<file path="src/rtl/irq_accept_seq.sv">
module irq_accept_seq #(
  parameter int VEC_W    = 20,
  parameter int SP_W     = 16,
  parameter int IPL_W    = 3,
  parameter int BASE_CYC = 18,
  parameter int CNT_W    = 5
) (
  input  logic             clk,
  input  logic             rst,
  input  logic             irq_req,
  input  logic [2:0]       irq_src,
  input  logic [IPL_W-1:0] irq_lvl,
  input  logic [SP_W-1:0]  sp_val,
  input  logic [VEC_W-1:0] vec_addr,
  input  logic             insn_done,
  output logic             busy,
  output logic             seq_done,
  output logic [IPL_W-1:0] ipl
);

  localparam logic [IPL_W-1:0] IPL_TOP = '1;
  localparam logic [2:0] SRC_MASK = 3'd0, SRC_URG = 3'd1;

  typedef enum logic [1:0] {S_IDLE, S_WAIT, S_RUN} st_t;

  st_t              st_q;
  logic [CNT_W-1:0] cnt_q, len_q, len_in, extra;
  logic [2:0]       src_q;
  logic [IPL_W-1:0] lvl_q, ipl_q, ipl_next;
  logic             accept;

  wire unused_hi = ^{sp_val[SP_W-1:1], vec_addr[VEC_W-1:1]};

  assign accept = (st_q == S_IDLE) && irq_req &&
                  ((irq_src != SRC_MASK) || (irq_lvl > ipl_q));

  always_comb
    case (irq_src)
      3'd3, 3'd4: extra = CNT_W'(1);
      3'd5:       extra = CNT_W'(2);
      default:    extra = '0;
    endcase

  assign len_in = CNT_W'(BASE_CYC) + CNT_W'(vec_addr[0]) + CNT_W'(sp_val[0]) + extra;

  always_comb
    case (src_q)
      SRC_MASK: ipl_next = lvl_q;
      SRC_URG:  ipl_next = IPL_TOP;
      default:  ipl_next = ipl_q;
    endcase

  assign busy     = st_q != S_IDLE;
  assign seq_done = (st_q == S_RUN) && (cnt_q == '0);
  assign ipl      = seq_done ? ipl_next : ipl_q;

  always_ff @(posedge clk)
    if (rst) begin
      st_q  <= S_IDLE;
      cnt_q <= '0;
      len_q <= '0;
      src_q <= '0;
      lvl_q <= '0;
      ipl_q <= '0;
    end else
      case (st_q)
        S_IDLE: if (accept) begin
          st_q  <= S_WAIT;
          src_q <= irq_src;
          lvl_q <= irq_lvl;
          len_q <= len_in;
        end
        S_WAIT: if (insn_done) begin
          st_q  <= S_RUN;
          cnt_q <= len_q - CNT_W'(1);
        end
        S_RUN: if (cnt_q == '0) begin
          st_q  <= S_IDLE;
          ipl_q <= ipl_next;
        end else
          cnt_q <= cnt_q - CNT_W'(1);
        default: st_q <= S_IDLE;
      endcase

  logic [CNT_W-1:0] run_len;
  always_ff @(posedge clk)
    if (rst || st_q != S_RUN) run_len <= CNT_W'(1);
    else                      run_len <= run_len + CNT_W'(1);

  p_reset_idle_r1: assert property (@(posedge clk) rst |=> !busy && !seq_done && ipl == '0);
  p_refuse_low_r2: assert property (@(posedge clk) disable iff (rst)
    (st_q == S_IDLE && irq_req && irq_src == SRC_MASK && irq_lvl <= ipl) |=> !busy);
  p_busy_hold_r3: assert property (@(posedge clk) disable iff (rst) (busy && !seq_done) |=> busy);
  p_idle_strobe_r3: assert property (@(posedge clk) disable iff (rst) (!busy && !irq_req) |=> !busy);
  p_len_match_r4: assert property (@(posedge clk) disable iff (rst) seq_done |-> run_len == len_q);
  p_mask_lvl_r6: assert property (@(posedge clk) disable iff (rst)
    (seq_done && src_q == SRC_MASK) |-> (ipl == lvl_q && ipl > ipl_q));
  p_urgent_top_r7: assert property (@(posedge clk) disable iff (rst) (seq_done && src_q == SRC_URG) |-> ipl == IPL_TOP);
  p_soft_keep_r8: assert property (@(posedge clk) disable iff (rst) (seq_done && src_q > SRC_URG) |-> ipl == ipl_q);
  p_ipl_hold_r9: assert property (@(posedge clk) (!rst && !seq_done) |=> $stable(ipl_q));
  p_done_pulse_r10: assert property (@(posedge clk) disable iff (rst) seq_done |=> (!seq_done && !busy));
  p_done_busy_r10: assert property (@(posedge clk) disable iff (rst) seq_done |-> busy);

endmodule

</file>
<file path="config.mk">
export PLATFORM = sky130hd
export DESIGN_NAME = irq_accept_seq
export DESIGN_NICKNAME = d
export VERILOG_FILES = /design/src/rtl/irq_accept_seq.sv
export SDC_FILE = /design/constraint.sdc
export NUM_CORES = 1
export LEC_CHECK = 0
export ABC_AREA = 1
export BUFFER_PORTS_ARGS = -buffer_cell sky130_fd_sc_hd__buf_2
export CAP_MARGIN = 5
export CORE_ASPECT_RATIO = 1.25
export CORE_MARGIN = 1
export CORE_UTILIZATION = 43
export CTS_BUF_LIST = sky130_fd_sc_hd__clkbuf_8
export DETAILED_ROUTE_END_ITERATION = 16
export HOLD_SLACK_MARGIN = 0.03
export PLACE_DENSITY_LB_ADDON = 0.15
export SETUP_SLACK_MARGIN = 0.02
export SYNTH_ARGS = -nofsm -noshare
export SYNTH_HDL_FRONTEND = slang
export SYNTH_SLANG_ARGS = --single-unit
export TNS_END_PERCENT = 5
</file>
<file path="constraint.sdc">
create_clock -name clk -period 1.5 [get_ports clk]
set_clock_uncertainty 0.1 [all_clocks]
set_input_delay 0.075 -clock clk [delete_from_list [all_inputs] [get_ports clk]]
set_output_delay 0.075 -clock clk [all_outputs]
set_load 0.01 [all_outputs]
</file>
# Word level (Yosys, flattened, before mapping)
# Cells that the tools add are included.
[totals] reg_bits=21 latch_bits=0 ram_bits=0 romBits=0 out_inout_bits=5 word_cells=47 mem_count=0
[op_classes] multipliers=0 n_div=0 muxes=10 bitwise_logic=0 n_eq_ne=10 order_cmp=1 shifts=0 n_reduce_logical=15 n_addsub=5
[ops] operator="5-bit 2-to-1 mux" count=2
[ops] operator="5-bit case mux with 2 select lines" count=1
[ops] operator="5-bit by 1-bit subtractor with 5-bit output (second input constant)" count=2
[ops] operator="3-bit equality test (second input constant)" count=2
[ops] operator="2-bit 2-to-1 mux" count=3
[ops] operator="2-bit inequality test (second input constant)" count=3
[ops] operator="2-bit case mux with 3 select lines" count=1
[ops] operator="3-bit case mux with 2 select lines" count=1
[ops] operator="3-bit AND reduction" count=2
[ops] operator="5-bit by 1-bit adder with 5-bit output" count=1
[ops] operator="5-bit by 1-bit adder with 5-bit output (first input constant)" count=1
[ops] operator="5-bit adder" count=1
[ops] operator="5-bit zero test" count=1
[ops] operator="2-bit case mux with 2 select lines" count=1
[ops] operator="2-bit AND reduction" count=2
[ops] operator="2-bit nonzero test" count=2
[ops] operator="3-bit by 1-bit equality test with 1-bit output (second input constant)" count=1
[ops] operator="3-bit by 2-bit equality test with 1-bit output (second input constant)" count=1
[ops] operator="3-bit > comparator" count=1
[ops] operator="1-bit logical AND" count=3
[ops] operator="3-bit zero test" count=1
[ops] operator="3-bit 2-to-1 mux" count=1
[ops] operator="3-bit nonzero test" count=1
[ops] operator="2-bit by 1-bit equality test with 1-bit output (second input constant)" count=1
[ops] operator="other kinds (5)" count=5

# Depth between registers and ports, before layout
[depth] word_depth=5 mapped_depth=11 ltp_nobuf=11

# Least setup slack after synthesis
# Ideal clock, no wire load.
[synth_timing] path_kind="register to register" from="reg st_q[1]" to="reg cnt_q[2]" arrival_time_ns=1.233 t_required_ns=1.283 path_buffers=0 stages_incl_launch_ff=10 slack_ns=0.050 cell_sequence="dfxtp_1 inv_2 nor2_4 nand2_1 o21ai_0 inv_1 ha_1 xnor2_1 nor2_1 nor2_1"
[synth_between] elab_chain_cells=3 elab_cells_between_ends=7 classes_between="4 x eq/ne; 1 x mux; 2 x reduce/logical"
[synth_lines] item="start, declared" line="26" rtl="st_t st_q;"
[synth_lines] item="start signal, assigned" line="59" rtl="st_q <= S_IDLE;"
[synth_lines] item="start signal, assigned" line="68" rtl="st_q <= S_WAIT;"
[synth_lines] item="start signal, assigned" line="74" rtl="st_q <= S_RUN;"
[synth_lines] item="2-bit equality test or 2-bit by 1-bit equality test with 1-bit output (tied branches)" line="66" rtl="case (st_q)"
[synth_lines] item="2-bit inequality test (no source line) or 2-bit nonzero test (tied branches)"
[synth_lines] item="3-bit AND reduction (no source line)"
[synth_lines] item="end signal, assigned" line="75" rtl="cnt_q <= len_q - CNT_W'(1);"
[synth_lines] item="end signal, assigned" line="81" rtl="cnt_q <= cnt_q - CNT_W'(1);"
[synth_lines] item="end, declared" line="27" rtl="logic [CNT_W-1:0] cnt_q, len_q, len_in, extra;"
# Parallel ways exist; a longest one is shown, timed or not.
# A chain may end at the register's enable or synchronous reset.

# Worst setup path after layout
[layout_timing] from="reg cnt_q[3]" to="out ipl[0]"
[layout_between] elab_chain_cells=3
[layout_lines] item="5-bit zero test" line="54" rtl="assign seq_done = (st_q == S_RUN) && (cnt_q == '0);"
[layout_lines] item="1-bit logical AND" line="54"
[layout_lines] item="3-bit 2-to-1 mux" line="55" rtl="assign ipl = seq_done ? ipl_next : ipl_q;"
[layout_lines] item="end, declared" line="18" rtl="output logic [IPL_W-1:0] ipl"
# Every way passes these cells.

==> results.txt <==
Hold depth = 4
Minimum clock period = 1600 ps
# fillers = 247
Vias = 1113
Final core utilization = 63.5%
Overflow left after global routing = 0
Layout cell share with drive strength beyond 1 = 40.4%
Worst r2r src = ipl_q[2]$_SDFFE_PP0P_
Syn Nets = 215
Uppermost layer routed = met4
Total global-route track usage = 22.0%
Chip width = 47.9 um
Wire length per cell = 12.0 um
IO Port Bufs = 16
Slowest stage cell, crit path = dfxtp_2
Die Span Y = 59.3 um
Critical path capture point type = primary output
Largest net degree at the start of global routing = 15
Min-delay src = rst
Met2 routed WL = 1.52 mm
Nets = 252
Fin. max-slew vios = 0
Yosys cell types = 23
Max clock buf depth = 2
CP delay by family, top = simple AND/OR/NAND/NOR gates
Most common cell after layout, fill and taps aside = nand2_1
Period utilisation layout = 106%
CTS Sinks = 20
CP peak stage delay = 340 ps
IO Pins = 51
Worst r2r dst = len_q[1]$_SDFFE_PP0P_
Worst-path fanout max = 3
Seq. cell area = 408 um^2
Failing checks = setup timing
Ys Warns = 0
Setup violations, final = 3
Buf+Inv Stages, Crit Path = 1
Final Hold Vio Count = 0
Leakage = 0.000734 uW
Layout area overhead = 37.6%
M1 WL = 1.15 mm
Via density = 4.82
Status = complete, but fails checks
Post-synthesis cell area = 0.00113 mm^2
VDD IR max = 584 uV
Die Area = 0.00284 mm^2
Sequential share of the synthesized area = 35.4%
WP data arrival = 1420 ps
Number of global-route vias before repair = 1015
CTS root buffer = clkbuf_8
Sum Neg Setup Slack = -257 ps
Post-DP HPWL = 1.79 mm
TritonCTS Buffers = 3
1st-iter DRT viols = 20
Clk Latency, worst-skew pair = 260 ps
Share of the synthesized area in the top cell type = 35.4%
ANT cells = 0
Routed Antenna Nets = 0
Synth Register Bits = 20
CTS tree = yes
Clock transition at path regs = 70 ps
Required time of the critical path = 1320 ps
Synth area leaders = dfxtp_1, nand2_1, inv_1
Total of max-cap violations = 0
Routability cong. = 0.782
Worst Hold End = cnt_q[3]$_SDFFE_PP0P_
First-pass GRT wire length = 4.33 mm
Avg Inst Size Synth = 6.94 um^2
Wire length after detailed routing = 2.77 mm
Total power after layout = 1340 uW
Most frequent cells in the layout = nand2_1, inv_1, buf_2, a21oi_1, dfxtp_1
Normalized max-slew margin = 72.8%
Worst Reg-to-Reg Cells = 10
Htree depth = 1
Most frequent CP cell = nor2_2
Worst slew pin tran = 407 ps
First drt pass iteration count = 4
Max Freq = 0.626 GHz
Pwr/cell area = 860 mW/mm^2
Initial antenna violation count = 0
Hold WC Path Type = input port to register
Core Box Area = 0.00245 mm^2
Worst-path cell chain = nor2_2 -> nand3_2 -> nor2_4 -> nand2_2 -> nor2_2 -> nor2_2 -> buf_2
Met3 wire len = 59 um
RSZ-0062 raised after global routing = yes
Leading area contributor after synthesis = dfxtp_1
Row cnt = 20
DRC = 0
R2R setup slack = 10 ps
Synth Instances = 163
Startpoint class of the critical path = register
Setup CP Type = register to primary output
Setup ws final = -97.2 ps
Initial core utilization = 46.1%
Multi-input gate area = 713 um^2
worst register-to-register path: stages (launching register included):
cell and delay [ps]:
dfxtp_2 320, inv_2 40, ha_4 250, a21oi_2 120, nand2_1 80, nand2_2 80
nand2_4 100, buf_6 140, nand3_2 50, nand2_1 50, nor2_1 100
cell type report:
type | count | share of cell area (%)
clock buffer | 3 | 2.65
sequential | 20 | 26.2
timing repair buffer | 35 | 15.9
inverter | 28 | 6.75
multi-input combinational | 112 | 45.8
tap | 33 | 2.65
kinds of logic (layout without fill, tap and decap cells):
family / count (synthesis) / count (layout) / synth area share, %
xor gates and xnor gates: 1 / 1 / 0.774
buffers and inverters: 31 / 66 / 11.6
AOI/OAI and AO/OA: 22 / 22 / 9.73
DFF: 20 / 20 / 35.4
and+or+nand+nor: 83 / 83 / 35.2
adders and majority gates: 6 / 6 / 7.30
what timing repair did:
item / in CTS / in global routing
hold endpoints to repair: 7 / 0
resized for setup: 26 / 14
pin swaps: 12 / 12
endpoints found under the setup margin: 16 / 14
buffers inserted: 1 / 2
hold buffers: 7 / 0
metrics by stage:
step	worst slack, ps	hold slack, ps	cell area [um^2]	instances
detailed placement	-86.8	271	1290	218
global placement	-31.2	270	1290	218
floorplan	49.8	44.1	1130	163
CTS	-77.4	50.4	1510	229
finish	-97.2	74.2	1560	231
global route	-178	122	1560	231
metal layers:
metal,vias to the layer above,global-route usage (%)
met3,5,3.66
met5,-,0
met4,0,8.33
met2,14,39.6
li1,584,-
met1,510,24.5
report_power, final:
part	internal [uW]	leakage [uW]	switching, uW
combinational	171	0.000546	217
clock	179	0.0000216	172
sequential	575	0.000167	26.5
synth_stat cells:
cell type / count
nand2_1: 34
inv_1: 26
dfxtp_1: 20
a21oi_1: 17
nor2_1: 16
nand3_1: 13
ha_1: 5
nand2_2: 5
o21ai_0: 5
nor2_2: 3
nor3_1: 3
buf_6: 2
inv_2: 2
nand3_2: 2
nor2_4: 2
clkbuf_1: 1
fa_1: 1
nand2_4: 1
nand3b_1: 1
nand4_1: 1
or2_1: 1
or2_2: 1
xnor2_1: 1
sequential cells by signal, indices dropped and copies added, names as in the netlist:
signal  count
ipl_q       3
src_q       3
st_q        2
cnt_q       5
lvl_q       3
len_q       4
worst max path at each step:
stage                          startpoint                     to  slack, ps  cells past startpoint
floorplan            st_q[1]$_SDFFE_PP0P_  cnt_q[2]$_SDFFE_PP0P_         50                      9
global placement    ipl_q[2]$_SDFFE_PP0P_  src_q[1]$_SDFFE_PP0P_        -30                      9
detailed placement  ipl_q[2]$_SDFFE_PP0P_  lvl_q[0]$_SDFFE_PP0P_        -90                      9
CTS                 cnt_q[2]$_SDFFE_PP0P_                 ipl[0]        -80                      8
global route        cnt_q[3]$_SDFFE_PP0P_                 ipl[0]       -180                      8
finish              cnt_q[3]$_SDFFE_PP0P_                 ipl[0]       -100                      7
Note: power is estimated with default switching activity, not from simulation.
